==> src/rtl/evc_pkg.sv <==
`timescale 1ns/1ps
// Shared constants for the event counter bank: lane widths, count widths,
// configuration field positions and the register address split.
package evc_pkg;
    localparam int NUM_PAIRS  = 3;
    localparam int NUM_CNT    = 2 * NUM_PAIRS;
    localparam int INC_W      = 4;
    localparam int CNT_W      = 48;
    localparam int WIDE_W     = 64;
    localparam int HI_W       = WIDE_W - CNT_W;
    localparam int CFG_W      = 32;
    localparam int EV_W       = 12;
    localparam int EN_BIT     = 16;
    localparam logic [EV_W-1:0] MERGE_CODE = 12'hFFF;
    localparam int IDX_W      = $clog2(NUM_CNT);
    localparam int ADDR_W     = IDX_W + 1;
endpackage

==> src/rtl/evc_pair.sv <==
`timescale 1ns/1ps
// One even/odd counter pair. Each counter works alone at CNT_W bits unless
// the odd configuration carries the merge code with its enable bit; then the
// pair forms a WIDE_W counter fed by both lanes.
// Assumes at most one write strobe (cfg_we/cnt_we bits) is high per cycle.
module evc_pair #(
    parameter int INC_W  = evc_pkg::INC_W,
    parameter int CNT_W  = evc_pkg::CNT_W,
    parameter int WIDE_W = evc_pkg::WIDE_W,
    parameter int CFG_W  = evc_pkg::CFG_W,
    parameter int EV_W   = evc_pkg::EV_W,
    parameter int EN_BIT = evc_pkg::EN_BIT,
    parameter logic [EV_W-1:0] MERGE_CODE = evc_pkg::MERGE_CODE
) (
    input  logic                 clk,
    input  logic                 rst_n,
    input  logic [1:0]           cfg_we,
    input  logic [1:0]           cnt_we,
    input  logic [CNT_W-1:0]     wdata,
    input  logic [2*INC_W-1:0]   inc,
    output logic [CFG_W-1:0]     cfg_e_rd,
    output logic [CFG_W-1:0]     cfg_o_rd,
    output logic [WIDE_W-1:0]    cnt_e_rd,
    output logic [WIDE_W-1:0]    cnt_o_rd,
    output logic [1:0]           ovf
);
    localparam int HI_W = WIDE_W - CNT_W;

    logic [CFG_W-1:0]  cfg_e, cfg_o;
    logic [CNT_W-1:0]  cnt_e, cnt_o;
    logic [1:0]        ovf_q;
    logic              merged;
    logic [CNT_W:0]    e_sum, o_sum;
    logic [WIDE_W:0]   wide_sum;

    // Merge decode from the odd configuration word.
    assign merged = (cfg_o[EV_W-1:0] == MERGE_CODE) && cfg_o[EN_BIT];

    // Candidate next values for the independent and fused modes.
    always_comb begin
        e_sum    = {1'b0, cnt_e} + {{(CNT_W+1-INC_W){1'b0}}, inc[INC_W-1:0]};
        o_sum    = {1'b0, cnt_o} + {{(CNT_W+1-INC_W){1'b0}}, inc[2*INC_W-1:INC_W]};
        wide_sum = {1'b0, cnt_o[HI_W-1:0], cnt_e}
                 + {{(WIDE_W+1-2*INC_W){1'b0}}, inc[2*INC_W-1:INC_W], inc[INC_W-1:0]};
    end

    // Configuration words: plain registers loaded by the write port.
    always_ff @(posedge clk) begin
        if (!rst_n) begin
            cfg_e <= '0;
            cfg_o <= '0;
        end else begin
            if (cfg_we[0]) cfg_e <= wdata[CFG_W-1:0];
            if (cfg_we[1]) cfg_o <= wdata[CFG_W-1:0];
        end
    end

    // Count update: increment per mode, then writes override the increment.
    always_ff @(posedge clk) begin
        if (!rst_n) begin
            cnt_e <= '0;
            cnt_o <= '0;
            ovf_q <= '0;
        end else begin
            ovf_q <= '0;
            if (merged) begin
                if (!(|cnt_we) && cfg_e[EN_BIT]) begin
                    cnt_e            <= wide_sum[CNT_W-1:0];
                    cnt_o[HI_W-1:0]  <= wide_sum[WIDE_W-1:CNT_W];
                    ovf_q[0]         <= wide_sum[WIDE_W];
                end
            end else begin
                if (!cnt_we[0] && cfg_e[EN_BIT]) begin
                    cnt_e    <= e_sum[CNT_W-1:0];
                    ovf_q[0] <= e_sum[CNT_W];
                end
                if (!cnt_we[1] && cfg_o[EN_BIT]) begin
                    cnt_o    <= o_sum[CNT_W-1:0];
                    ovf_q[1] <= o_sum[CNT_W];
                end
            end
            if (cnt_we[0]) cnt_e <= wdata;
            if (cnt_we[1]) cnt_o <= wdata;
        end
    end

    // Read views: the even count widens to the fused value while merged.
    assign cfg_e_rd = cfg_e;
    assign cfg_o_rd = cfg_o;
    assign cnt_e_rd = merged ? {cnt_o[HI_W-1:0], cnt_e} : {{HI_W{1'b0}}, cnt_e};
    assign cnt_o_rd = {{HI_W{1'b0}}, cnt_o};
    assign ovf      = ovf_q;

    // a count write lands exactly, whatever the increment.
    a_r11_write_wins: assert property (@(posedge clk) disable iff (!rst_n)
        cnt_we[0] |=> cnt_e == $past(wdata));

    // an even write in merged mode leaves the upper bits alone.
    a_r7_upper_kept: assert property (@(posedge clk) disable iff (!rst_n)
        (merged && cnt_we[0] && !cnt_we[1]) |=> cnt_o[HI_W-1:0] == $past(cnt_o[HI_W-1:0]));

    // a disabled, unwritten, unmerged even counter holds.
    a_r2_disabled_hold: assert property (@(posedge clk) disable iff (!rst_n)
        (!merged && !cfg_e[EN_BIT] && !cnt_we[0]) |=> $stable(cnt_e));

    // the odd half never reports overflow while fused.
    a_r10_odd_quiet: assert property (@(posedge clk) disable iff (!rst_n)
        merged |=> !ovf_q[1]);

    // right after a wrap the low count is smaller than one fused step.
    a_r3_wrap_small: assert property (@(posedge clk) disable iff (!rst_n)
        ovf_q[0] |-> cnt_e < CNT_W'(1 << (2*INC_W)));
endmodule

==> src/rtl/evc_rdmux.sv <==
`timescale 1ns/1ps
// Read selection for the bank: picks a configuration or count word by index.
// Assumes per-counter views are already widened to WIDE_W.
module evc_rdmux #(
    parameter int NUM_CNT = evc_pkg::NUM_CNT,
    parameter int CFG_W   = evc_pkg::CFG_W,
    parameter int WIDE_W  = evc_pkg::WIDE_W,
    parameter int ADDR_W  = evc_pkg::ADDR_W
) (
    input  logic [ADDR_W-1:0]              addr,
    input  logic [NUM_CNT-1:0][CFG_W-1:0]  cfg_all,
    input  logic [NUM_CNT-1:0][WIDE_W-1:0] cnt_all,
    output logic [WIDE_W-1:0]              rdata
);
    logic [ADDR_W-2:0] idx;
    assign idx = addr[ADDR_W-1:1];

    // Word select with zero for indices beyond the bank.
    always_comb begin
        rdata = '0;
        if (int'(idx) < NUM_CNT) begin
            if (addr[0]) rdata = cnt_all[idx];
            else         rdata = {{(WIDE_W-CFG_W){1'b0}}, cfg_all[idx]};
        end
    end
endmodule

==> src/rtl/evc_bank.sv <==
`timescale 1ns/1ps
// Bank of NUM_PAIRS fusable counter pairs behind a single register port.
// Decodes writes to one pair member, gathers read views and overflow pulses.
// Assumes one register access per cycle; reads are combinational.
module evc_bank (
    input  logic                                    clk,
    input  logic                                    rst_n,
    input  logic                                    reg_we,
    input  logic [evc_pkg::ADDR_W-1:0]              reg_addr,
    input  logic [evc_pkg::CNT_W-1:0]               reg_wdata,
    output logic [evc_pkg::WIDE_W-1:0]              reg_rdata,
    input  logic [evc_pkg::NUM_CNT*evc_pkg::INC_W-1:0] evt_inc,
    output logic [evc_pkg::NUM_CNT-1:0]             ovf
);
    import evc_pkg::*;

    logic [IDX_W-1:0]                wr_idx;
    logic [NUM_CNT-1:0][CFG_W-1:0]   cfg_all;
    logic [NUM_CNT-1:0][WIDE_W-1:0]  cnt_all;

    assign wr_idx = reg_addr[ADDR_W-1:1];

    for (genvar p = 0; p < NUM_PAIRS; p++) begin : g_pair
        logic [1:0] cfg_we_p, cnt_we_p;
        // Per-pair write strobes from the shared address.
        always_comb begin
            for (int k = 0; k < 2; k++) begin
                cfg_we_p[k] = reg_we && !reg_addr[0] && (int'(wr_idx) == 2*p + k);
                cnt_we_p[k] = reg_we &&  reg_addr[0] && (int'(wr_idx) == 2*p + k);
            end
        end

        evc_pair u_pair (
            .clk      (clk),
            .rst_n    (rst_n),
            .cfg_we   (cfg_we_p),
            .cnt_we   (cnt_we_p),
            .wdata    (reg_wdata),
            .inc      (evt_inc[2*p*INC_W +: 2*INC_W]),
            .cfg_e_rd (cfg_all[2*p]),
            .cfg_o_rd (cfg_all[2*p+1]),
            .cnt_e_rd (cnt_all[2*p]),
            .cnt_o_rd (cnt_all[2*p+1]),
            .ovf      (ovf[2*p +: 2])
        );
    end

    evc_rdmux u_rdmux (
        .addr    (reg_addr),
        .cfg_all (cfg_all),
        .cnt_all (cnt_all),
        .rdata   (reg_rdata)
    );
endmodule

==> config.mk <==
export PLATFORM = sky130hd
export DESIGN_NAME = evc_bank
export DESIGN_NICKNAME = d
export VERILOG_FILES = /design/src/rtl/evc_pkg.sv /design/src/rtl/evc_pair.sv /design/src/rtl/evc_rdmux.sv /design/src/rtl/evc_bank.sv
export SDC_FILE = /design/constraint.sdc
export NUM_CORES = 2
export LEC_CHECK = 0
export BUFFER_PORTS_ARGS = -buffer_cell sky130_fd_sc_hd__buf_2
export CAP_MARGIN = 20
export CORE_MARGIN = 2
export CORE_UTILIZATION = 50
export DETAILED_ROUTE_END_ITERATION = 10
export HOLD_SLACK_MARGIN = 0.08
export PLACE_DENSITY = 0.69
export SYNTH_ARGS = -nofsm -noshare
export SYNTH_HDL_FRONTEND = slang
export SYNTH_HIERARCHICAL = 1
export SYNTH_SLANG_ARGS = --single-unit
==> constraint.sdc <==
create_clock -name clk -period 3.4 [get_ports clk]
set_input_delay 0.17 -clock clk [delete_from_list [all_inputs] [get_ports clk]]
set_output_delay 0.17 -clock clk [all_outputs]
set_load 0.02 [all_outputs]
==> flow_metrics.tcl <==
set metrics [dict create \
    finalWeightedCongestion 1.04 \
    synthCells 3793 \
    grt.busiest_layer "met2" \
    use_met1_pct 48.6 \
    cts_made_buffers 55 \
    yosysSeqAreaShare_pct 30.2 \
    via_per_inst 6.47 \
    maxSlewHeadroom_pct 28.8 \
    r2r.worst_path.cells 7 \
    die_w_um 258 \
    hold_path.class "in2reg" \
    synth-edff-count 0 \
    preCtsSetupSlack_ns 0.227 \
    areaGrowthSynthToFinish_pct 13.6 \
    port_buffers 148 \
    setup_viol 0 \
    cp_data_arrival_time_ns 3.18 \
    die_area_mm2 0.0666 \
    stdcell_area_mm2 0.0366 \
    rsz0062_at_grt "no" \
    avgSynthCellArea_um2 8.50 \
    grtUsageMet2_pct 57.8 \
    fin_crit_ns 3.35 \
    clock-sinks 486 \
    insertion_delay_ns 0.64 \
    r2r_start "g_pair[0].u_pair/cfg_o_rd[10]" \
    crit_path_end_kind "output port" \
    post_route_cells_drive_above_1_share_pct 16.2 \
    clk_pin_slew_ns 0.06 \
    antenna_left 0 \
    finalMaxSlewViolations 0 \
    path_buf_inv 2 \
    fmax_ghz 0.298 \
    final_cells 4855 \
    cp-start-kind "flip-flop" \
    ios 149 \
    yosysUniqueCellTypes 89 \
    clock_skew_ns 0.0259 \
    cpPeakStageDelay_ns 0.40 \
    total_power_w 0.0139 \
    outcome "finished, final reports clean" \
    ir_drop_uv 386 \
    start_util_pct 50.3 \
    worst-path-max-fanout 22 \
    power.density_mw_per_mm2 379 \
    tritoncts "built" \
    crit_chain "nand4_1 > nor4_4 > buf_4 > and2_1 > mux4_2 > nor2b_1 > o21a_1 > buf_2" \
    tightest_slew_ns 1.07 \
    grt_pass1_wl_mm 191 \
    grt_util_met3_pct 9.43 \
    layout_common_cells "486 x dfxtp_1, 322 x nand2_1, 289 x o21ai_0" \
    layout_commonest_cell "dfxtp_1" \
    grt_remaining_overflow 0 \
    clockBufferDepth 3 \
    worst-path-stages 8 \
    dr.first_iter.drc_count 4097 \
    yosys_warnings 6 \
    place_hpwl_mm 93.8 \
    netlist_area_mm2 0.0323 \
    synthArstFlopShare_pct 0 \
    setup_tns_ns 0 \
    critPathSlowestCell "dfxtp_1" \
    vias 31400 \
    reg2reg_slack_ns 0.16 \
    cp_top_family "simple AND/OR/NAND/NOR gates" \
    p_leak_nw 13.0 \
    crit_path_start "g_pair[0].u_pair/cfg_o_rd[5]" \
    core-area_mm2 0.0641 \
    hold_violations 0 \
    r2r_end "g_pair[0].u_pair/ovf[1]" \
    htreeDepth 2 \
    fin_ws_ns 0.0455 \
    grt_max_degree 107 \
    drc 0 \
    dr.pass1.iters 7 \
    num_rows 93 \
    synth-seq-cells 486 \
    crit_required_ns 3.23 \
    grt_pass1_vias 29300 \
    antenna_found_initial 6 \
    fin_nets 4073 \
    crit_path_end "reg_rdata[61]" \
    die_h_um 258 \
    place_area_mm2 0.0343 \
    synthFlopType "dfxtp_1" \
    critPathKind "reg2out" \
    dp.cells 4712 \
    fin_crit_sh_pct 98.7 \
    wl_mm 130 \
    maxCapViolations 0 \
    grt_usage_pct 37.9 \
    root_buffer "clkbuf_16" \
    routedWlPerCell_um 26.7 \
]
==> metal layers <==
layer	vias to the layer above	share of wire (%)
met4	0	6.9
met2	1837	43
li1	14100	-
met3	446	11
met5	-	0
met1	15000	38
==> state kept, by name (all words and copies together), names as in the netlist <==
register	count
g_pair.u_pair/cnt_o	144
g_pair.u_pair/cnt_e	144
g_pair.u_pair/cfg_e_rd	96
g_pair.u_pair/ovf	6
g_pair.u_pair/cfg_o_rd	96
==> repair_timing <==
item                                   CTS  global route
endpoints found under the hold margin  253             0
pin swaps                                2             1
gates resized for setup                  1             2
hold buffers                            34             0
setup endpoints to repair                4             4
setup buffers                            2             1
==> stage by stage <==
stage / utilization [%] / hold slack, ns
global placement: 53.5 / 0.474
floorplan: - / 0.278
CTS: 57.1 / 0.0809
finish: 57.1 / 0.101
detailed placement: 53.5 / 0.474
global route: 57.1 / 0.100
==> power breakdown <==
part	internal [W]	switching, W
Combinational	0.000535	0.000980
Clock	0.00379	0.00264
Sequential	0.00579	0.000133
==> cell usage after synthesis, types with 7 or more instances <==
library cell / number / area [µm²]
a2111oi_0: 9 / 78.8
a211o_1: 7 / 61.3
a211oi_1: 13 / 97.6
a21boi_0: 12 / 90.1
a21o_1: 14 / 105
a21oi_1: 221 / 1110
a22oi_1: 9 / 67.6
a31oi_1: 18 / 113
and2_1: 76 / 475
and3_1: 73 / 457
and4_1: 39 / 342
buf_1: 29 / 109
buf_2: 19 / 95.1
buf_4: 54 / 405
buf_6: 13 / 146
clkbuf_1: 182 / 683
dfxtp_1: 486 / 9730
ha_1: 36 / 450
inv_1: 45 / 169
mux2_2: 65 / 732
mux2i_1: 228 / 2280
mux4_2: 96 / 2160
nand2_1: 322 / 1210
nand2b_1: 29 / 181
nand3_1: 123 / 616
nand4_1: 100 / 626
nor2_1: 217 / 815
nor2b_1: 247 / 1550
nor3_1: 66 / 330
nor4_1: 40 / 250
nor4b_1: 9 / 78.8
o2111ai_1: 24 / 210
o211a_1: 30 / 300
o211ai_1: 21 / 158
o21a_1: 49 / 368
o21ai_0: 289 / 1450
o21ai_1: 7 / 35.0
o21ba_2: 7 / 70.1
o21bai_1: 7 / 52.6
o22ai_1: 34 / 213
o31ai_1: 46 / 345
or3_1: 20 / 125
or4_1: 8 / 60.1
xnor2_1: 104 / 911
xor2_1: 129 / 1130
==> logic make-up after synthesis <==
family,after synthesis,share of synthesized area (%)
and+or+nand+nor,1403,23.1
AOI/OAI and AO/OA,890,17.5
DFF,486,30.2
muxes,389,16.0
buffers and inverters,347,5.05
xor gates and xnor gates,233,6.33
adders and majority gates,42,1.77
other,3,0.0349
==> final cells by class <==
| class | instances | area [µm²] |
|---|---|---|
| fillers | 5914 | 27500 |
| multi-input cells | 3005 | 21200 |
| flip-flops and latches | 486 | 9730 |
| repair buffers | 356 | 2520 |
| clock buffers | 76 | 1630 |
| well taps | 855 | 1070 |
| clock inverters | 25 | 309 |
| inverters | 48 | 180 |
| diodes | 4 | 10.0 |
==> worst reg2reg max path, cell delays in order, from the launching register on <==
cell and delay (ns):
dfxtp_1 0.34, nand4_1 0.20, buf_4 0.16, o31ai_1 0.17, nor3_1 0.82, nand4_1 0.64
nor4_1 0.65, buf_4 0.19
==> worst min path at each step <==
| stage | start | end | cells past startpoint |
|---|---|---|---|
| floorplan | reg_wdata[5] | g_pair[0].u_pair/cnt_e[5] | 2 |
| global placement | g_pair[2].u_pair/cnt_o[47] | g_pair[2].u_pair/ovf[1] | 2 |
| detailed placement | g_pair[1].u_pair/cnt_o[47] | g_pair[1].u_pair/ovf[1] | 2 |
| CTS | reg_wdata[5] | g_pair[1].u_pair/cnt_e[5] | 3 |
| global route | reg_wdata[13] | g_pair[0].u_pair/cfg_e_rd[13] | 3 |
| finish | reg_wdata[5] | g_pair[1].u_pair/cnt_e[5] | 3 |
Power figures use the tool's default switching activity.
